File: src/rtl/gpb_pkg.sv
package gpb_pkg;

    localparam int DW    = 8;
    localparam int AW    = 8;
    localparam int OFS_W = 3;
    localparam int PG_W  = AW - OFS_W;
    localparam int NPORT = 2;

    typedef enum logic [OFS_W-1:0] {
        OFS_OUT0 = 3'd0,
        OFS_OUT1 = 3'd1,
        OFS_IN0  = 3'd2,
        OFS_IN1  = 3'd3,
        OFS_IO0  = 3'd4,
        OFS_IO1  = 3'd5,
        OFS_DIR0 = 3'd6,
        OFS_DIR1 = 3'd7
    } ofs_e;

    typedef struct packed {
        logic          hit;
        ofs_e          ofs;
        logic          wr_commit;
        logic          rd_start;
        logic          rd_active;
        logic [DW-1:0] wdata;
    } bus_req_t;

    typedef struct packed {
        logic [DW-1:0] dat;
        logic [DW-1:0] dir;
    } cfg_port_t;

    function automatic logic [DW-1:0] pin_mix(input logic [DW-1:0] dat,
                                              input logic [DW-1:0] dir,
                                              input logic [DW-1:0] pins);
        return (dat & dir) | (pins & ~dir);
    endfunction

    function automatic logic ofs_writable(input ofs_e ofs);
        return !(ofs == OFS_IN0 || ofs == OFS_IN1);
    endfunction

endpackage

File: src/rtl/gpb_front.sv
module gpb_front
    import gpb_pkg::*;
#(
    parameter logic [PG_W-1:0] PAGE = 5'd4
) (
    input  logic          clk,
    input  logic          rst,
    input  logic          ale,
    input  logic          rd_n,
    input  logic          wr_n,
    input  logic [AW-1:0] bus_in,
    output bus_req_t      req
);
    logic [AW-1:0] addr_q;
    logic [DW-1:0] wdata_q;
    logic          rd_q;
    logic          wr_q;

    always_ff @(posedge clk) begin
        if (rst) begin
            addr_q  <= '0;
            wdata_q <= '0;
            rd_q    <= 1'b1;
            wr_q    <= 1'b1;
        end else begin
            if (ale)
                addr_q <= bus_in;
            if (!wr_n)
                wdata_q <= bus_in[DW-1:0];
            rd_q <= rd_n;
            wr_q <= wr_n;
        end
    end

    always_comb begin
        req.hit       = (addr_q[AW-1:OFS_W] == PAGE);
        req.ofs       = ofs_e'(addr_q[OFS_W-1:0]);
        req.wr_commit = wr_n && !wr_q;
        req.rd_start  = !rd_n && rd_q;
        req.rd_active = !rd_n;
        req.wdata     = wdata_q;
    end
endmodule

File: src/rtl/gpb_regfile.sv
module gpb_regfile
    import gpb_pkg::*;
(
    input  logic                      clk,
    input  logic                      rst,
    input  bus_req_t                  req,
    output logic [NPORT-1:0][DW-1:0]  out_q,
    output cfg_port_t [NPORT-1:0]     cfg_q
);
    logic wr_ok;

    always_comb wr_ok = req.wr_commit && req.hit && ofs_writable(req.ofs);

    for (genvar g = 0; g < NPORT; g++) begin : g_port
        localparam ofs_e OUT_SEL = ofs_e'(int'(OFS_OUT0) + g);
        localparam ofs_e DAT_SEL = ofs_e'(int'(OFS_IO0) + g);
        localparam ofs_e DIR_SEL = ofs_e'(int'(OFS_DIR0) + g);

        always_ff @(posedge clk) begin
            if (rst) begin
                out_q[g] <= '0;
                cfg_q[g] <= '0;
            end else if (wr_ok) begin
                if (req.ofs == OUT_SEL) out_q[g]     <= req.wdata;
                if (req.ofs == DAT_SEL) cfg_q[g].dat <= req.wdata;
                if (req.ofs == DIR_SEL) cfg_q[g].dir <= req.wdata;
            end
        end
    end
endmodule

File: src/rtl/gpb_readpath.sv
module gpb_readpath
    import gpb_pkg::*;
(
    input  logic                     clk,
    input  logic                     rst,
    input  bus_req_t                 req,
    input  logic [NPORT-1:0][DW-1:0] out_q,
    input  cfg_port_t [NPORT-1:0]    cfg_q,
    input  logic [NPORT-1:0][DW-1:0] in_pins,
    input  logic [NPORT-1:0][DW-1:0] io_pins,
    output logic [DW-1:0]            bus_out,
    output logic                     bus_oe
);
    logic [DW-1:0] sel_val;
    logic [DW-1:0] snap_q;
    logic          oe_q;

    always_comb begin
        unique case (req.ofs)
            OFS_OUT0: sel_val = out_q[0];
            OFS_OUT1: sel_val = out_q[1];
            OFS_IN0:  sel_val = in_pins[0];
            OFS_IN1:  sel_val = in_pins[1];
            OFS_IO0:  sel_val = pin_mix(cfg_q[0].dat, cfg_q[0].dir, io_pins[0]);
            OFS_IO1:  sel_val = pin_mix(cfg_q[1].dat, cfg_q[1].dir, io_pins[1]);
            OFS_DIR0: sel_val = cfg_q[0].dir;
            OFS_DIR1: sel_val = cfg_q[1].dir;
            default:  sel_val = '0;
        endcase
    end

    always_ff @(posedge clk) begin
        if (rst) begin
            snap_q <= '0;
            oe_q   <= 1'b0;
        end else begin
            oe_q <= req.rd_active && req.hit;
            if (req.rd_start)
                snap_q <= sel_val;
        end
    end

    assign bus_out = snap_q;
    assign bus_oe  = oe_q;
endmodule

File: src/rtl/muxbus_gpio.sv
module muxbus_gpio
    import gpb_pkg::*;
#(
    parameter logic [PG_W-1:0] PAGE = 5'd4
) (
    input  logic          clk,
    input  logic          rst,
    input  logic          ale,
    input  logic          rd_n,
    input  logic          wr_n,
    input  logic [AW-1:0] bus_in,
    output logic [DW-1:0] bus_out,
    output logic          bus_oe,
    output logic [DW-1:0] out_p0,
    output logic [DW-1:0] out_p1,
    input  logic [DW-1:0] in_p0,
    input  logic [DW-1:0] in_p1,
    input  logic [DW-1:0] io0_in,
    output logic [DW-1:0] io0_out,
    output logic [DW-1:0] io0_dir,
    input  logic [DW-1:0] io1_in,
    output logic [DW-1:0] io1_out,
    output logic [DW-1:0] io1_dir
);
    bus_req_t                 req;
    logic [NPORT-1:0][DW-1:0] out_q;
    cfg_port_t [NPORT-1:0]    cfg_q;
    logic [NPORT-1:0][DW-1:0] in_pins;
    logic [NPORT-1:0][DW-1:0] io_pins;
    logic                     addr_hit;

    assign in_pins  = {in_p1, in_p0};
    assign io_pins  = {io1_in, io0_in};
    assign addr_hit = req.hit;

    gpb_front #(.PAGE(PAGE)) u_front (
        .clk    (clk),
        .rst    (rst),
        .ale    (ale),
        .rd_n   (rd_n),
        .wr_n   (wr_n),
        .bus_in (bus_in),
        .req    (req)
    );

    gpb_regfile u_regs (
        .clk   (clk),
        .rst   (rst),
        .req   (req),
        .out_q (out_q),
        .cfg_q (cfg_q)
    );

    gpb_readpath u_rd (
        .clk     (clk),
        .rst     (rst),
        .req     (req),
        .out_q   (out_q),
        .cfg_q   (cfg_q),
        .in_pins (in_pins),
        .io_pins (io_pins),
        .bus_out (bus_out),
        .bus_oe  (bus_oe)
    );

    assign out_p0  = out_q[0];
    assign out_p1  = out_q[1];
    assign io0_out = cfg_q[0].dat;
    assign io0_dir = cfg_q[0].dir;
    assign io1_out = cfg_q[1].dat;
    assign io1_dir = cfg_q[1].dir;
endmodule

File: config.mk
export PLATFORM = sky130hd
export DESIGN_NAME = muxbus_gpio
export DESIGN_NICKNAME = d
export VERILOG_FILES = /design/src/rtl/gpb_pkg.sv /design/src/rtl/gpb_front.sv /design/src/rtl/gpb_regfile.sv /design/src/rtl/gpb_readpath.sv /design/src/rtl/muxbus_gpio.sv
export SDC_FILE = /design/constraint.sdc
export NUM_CORES = 1
export LEC_CHECK = 0
export BUFFER_PORTS_ARGS = -buffer_cell sky130_fd_sc_hd__buf_2
export CORE_AREA = 2 2 82 84
export CTS_CLUSTER_SIZE = 40
export DETAILED_ROUTE_END_ITERATION = 10
export DIE_AREA = 0 0 84 86
export PLACE_DENSITY = 0.83
export SLEW_MARGIN = 20
export SYNTH_ARGS = -nofsm -noshare
export SYNTH_HDL_FRONTEND = slang
export SYNTH_SLANG_ARGS = --single-unit
File: constraint.sdc
create_clock -name clk -period 6.03 [get_ports clk]
set_input_delay 1.206 -clock clk [delete_from_list [all_inputs] [get_ports clk]]
set_output_delay 1.206 -clock clk [all_outputs]
set_load 0.05 [all_outputs]
==> out/summary.txt <==
number of buffers created by CTS: 9
Synth Area in Compound Gates: 9.720%
worst setup path class: in2reg
max incr delay on CP: 0.78 ns
initial DRC count: 264
First-pass DRT Iterations: 4
CP Capture Type: flip-flop
Mean Syn Cell Area: 9.535 um^2
DP Area: 0.003862 mm^2
status: finished, final reports clean
share of layout cells above drive strength 1: 30.43%
Core ar.: 0.006277 mm^2
Synth Instances: 351
Avg WL per Cell: 16.63 um
worst-path fanout max: 11
Yosys cell types: 32
Tot GR Track Use: 24.68%
Hold WC Path Type: reg2reg
PwrDens: 251.6 mW/mm^2
CP startpoint kind: input pin
Synth async-reset ratio: 0%
Synth Area in Simple Gates: 17.79%
CP Cell Sequence: buf_2 > nor4bb_1 > nand4b_1 > mux2i_1 > nor2_1
Mapped Nets: 396
Clock Tree Root: clkbuf_8
max-cap violations: 0
Final Skew: 0.007213 ns
final net count: 487
main combinational cell family by area after synthesis: multiplexers
gr ovfl total: 0
dpl ws: 2.594 ns
CTS Buffer Depth: 2
Worst-Skew Late Latency: 0.35 ns
Final Cell Area: 0.004078 mm^2
Post-Synth Adder-Cell Area: 0%
max-slew violation count: 0
initial antenna violation count: 0
Arr. time, crit path: 3.31 ns
f_max: 322.3 MHz
via/cell ratio: 5.630
placer congestion estimate: 0.8425
I/O Pins: 102
mux contribution to synthesized area: 24.60%
number of gates resized after cts: 0
Die ar.: 0.007224 mm^2
Top FF cell, synth: dfxtp_1
hold buffer count at cts: 0
clk slew on worst S/H paths: 0.08 ns
Final Routed Wirelength: 8715 um
worst slew pin tran: 0.9321 ns
area delta synth->final: 21.83%
Yosys reg bits: 75
Die X: 84 um
sequential fraction of the synthesis area: 44.86%
largest net degree at the start of global routing: 69
Post-Synth XOR/XNOR Area: 0%
VDD IR max: 0.0001627 V
vias in the first global route: 2,620
CTS H-tree depth: 3
most common cell after layout, fill and taps aside: buf_2
first-pass GRT wire length: 13,860 um
CTS tree: built
Die Height: 86 um
number of flops mapped to enable cells by yosys: 0
Setup Viol. Count Final: 0
Post-route DRC: 0
most frequent cells in the layout: 100 x buf_2, 80 x mux2i_1, 75 x dfxtp_1
row count: 29
IO Port Bufs: 101
mapped cell area: 0.003347 mm^2
final worst slack: 2.927 ns
initial core utilization: 53.32%
diodes inserted: 0
YS warnings: 0
Worst Path Required: 6.23 ns
Static Leak: 0.001974 uW
final hold slack: 0.4559 ns
CP max-delay cell: nor4bb_1
Slew headroom: 36.99%
RSZ-0062 raised after global routing: no
fin crit share: 51.46%
fin util: 64.96%
FILL cells: 523
HPWL Detailed: 6219 um
postcts setup bufs: 0
TNS Setup: 0 ns
Tmin final: 3.103 ns
Vias: 2,950
final hold vios: 0
Final ANT Viol Nets: 0
clk sinks: 75
[stage by stage]
| stage | power (uW) | std cells |
|---|---|---|
| floorplan | 598.5 | 351 |
| global placement | 633.4 | 508 |
| detailed placement | 635.2 | 508 |
| finish | 1026 | 524 |
| global route | 1057 | 524 |
| CTS | 1032 | 524 |
[per-layer routing]
layer / vias to the layer above / global-route usage, % / part of all wire [%]
li1: 1420 / - / -
met1: 1376 / 32.99 / 42
met2: 133 / 38.33 / 45
met3: 21 / 4.716 / 9.2
met4: 0 / 12.46 / 3.3
met5: - / 0 / 0
[critical path, delay by kind of cell]
| family | cells | cell delay (ns) |
|---|---|---|
| AND/OR/NAND/NOR | 3 | 1.50 |
| buffers and inverters | 1 | 0.25 |
| multiplexers | 1 | 0.35 |
[state kept, by name, indices dropped and copies added (netlist names)]
name / flops
u_front.wr_q: 1
u_front.wdata_q: 8
u_front.rd_q: 1
u_front.addr_q: 8
u_regs.out_q: 16
u_rd.bus_out: 8
u_rd.bus_oe: 1
u_regs.cfg_q: 32
[synthesized netlist by cell type (all sizes together) (2+ instances only)]
cell type	number	area, um^2
a211oi	7	52.55
a21oi	16	80.08
buf	9	45.04
clkbuf	13	48.80
dfxtp	75	1501
inv	2	7.510
mux2	2	22.52
mux2i	80	800.8
nand2	9	33.78
nand3	2	20.02
nand4	2	18.77
nor2	73	274.0
nor2b	8	50.05
nor4	2	42.54
o21ai	23	115.1
o32ai	7	61.31
or2	2	12.51
or3b	8	70.07
[cell families (layout without fill, tap and decap cells)]
| logic type | after synthesis | count (layout) |
|---|---|---|
| DFF | 75 | 75 |
| buffers and inverters | 24 | 120 |
| AOI/OAI and AO/OA | 55 | 55 |
| muxes | 82 | 82 |
| and+or+nand+nor | 115 | 115 |
[power by group]
part / total, uW / leakage [uW] / switching [uW] / internal (uW)
Sequential: 524 / 0.000609 / 17.9 / 506
Combinational: 102 / 0.00126 / 61.1 / 40.8
Clock: 401 / 0.000108 / 177 / 224
[worst paths after layout]
path	startpoint	endpoint	slack, ns	cells after the start
min	u_rd.bus_out[3]$_SDFFE_PP0P_	u_rd.bus_out[3]$_SDFFE_PP0P_	0.46	2
max reg2reg	u_front.addr_q[3]$_SDFFE_PP0P_	u_regs.cfg_q[2]$_SDFFE_PP0P_	3.54	4
min reg2reg	u_rd.bus_out[3]$_SDFFE_PP0P_	u_rd.bus_out[3]$_SDFFE_PP0P_	0.46	2
max	wr_n	u_regs.cfg_q[2]$_SDFFE_PP0P_	2.93	5
[layout make-up]
cell class / count / area, um^2 / share of cell area [%]
flip-flops and latches: 75 / 1501 / 36.82
inverters: 2 / 7.507 / 0.1841
well taps: 77 / 96.34 / 2.363
multi-input cells: 252 / 1744 / 42.77
repair buffers: 102 / 515.5 / 12.64
clock inverters: 4 / 47.55 / 1.166
clock buffers: 12 / 165.2 / 4.050
(Power assumes the default switching activity.)
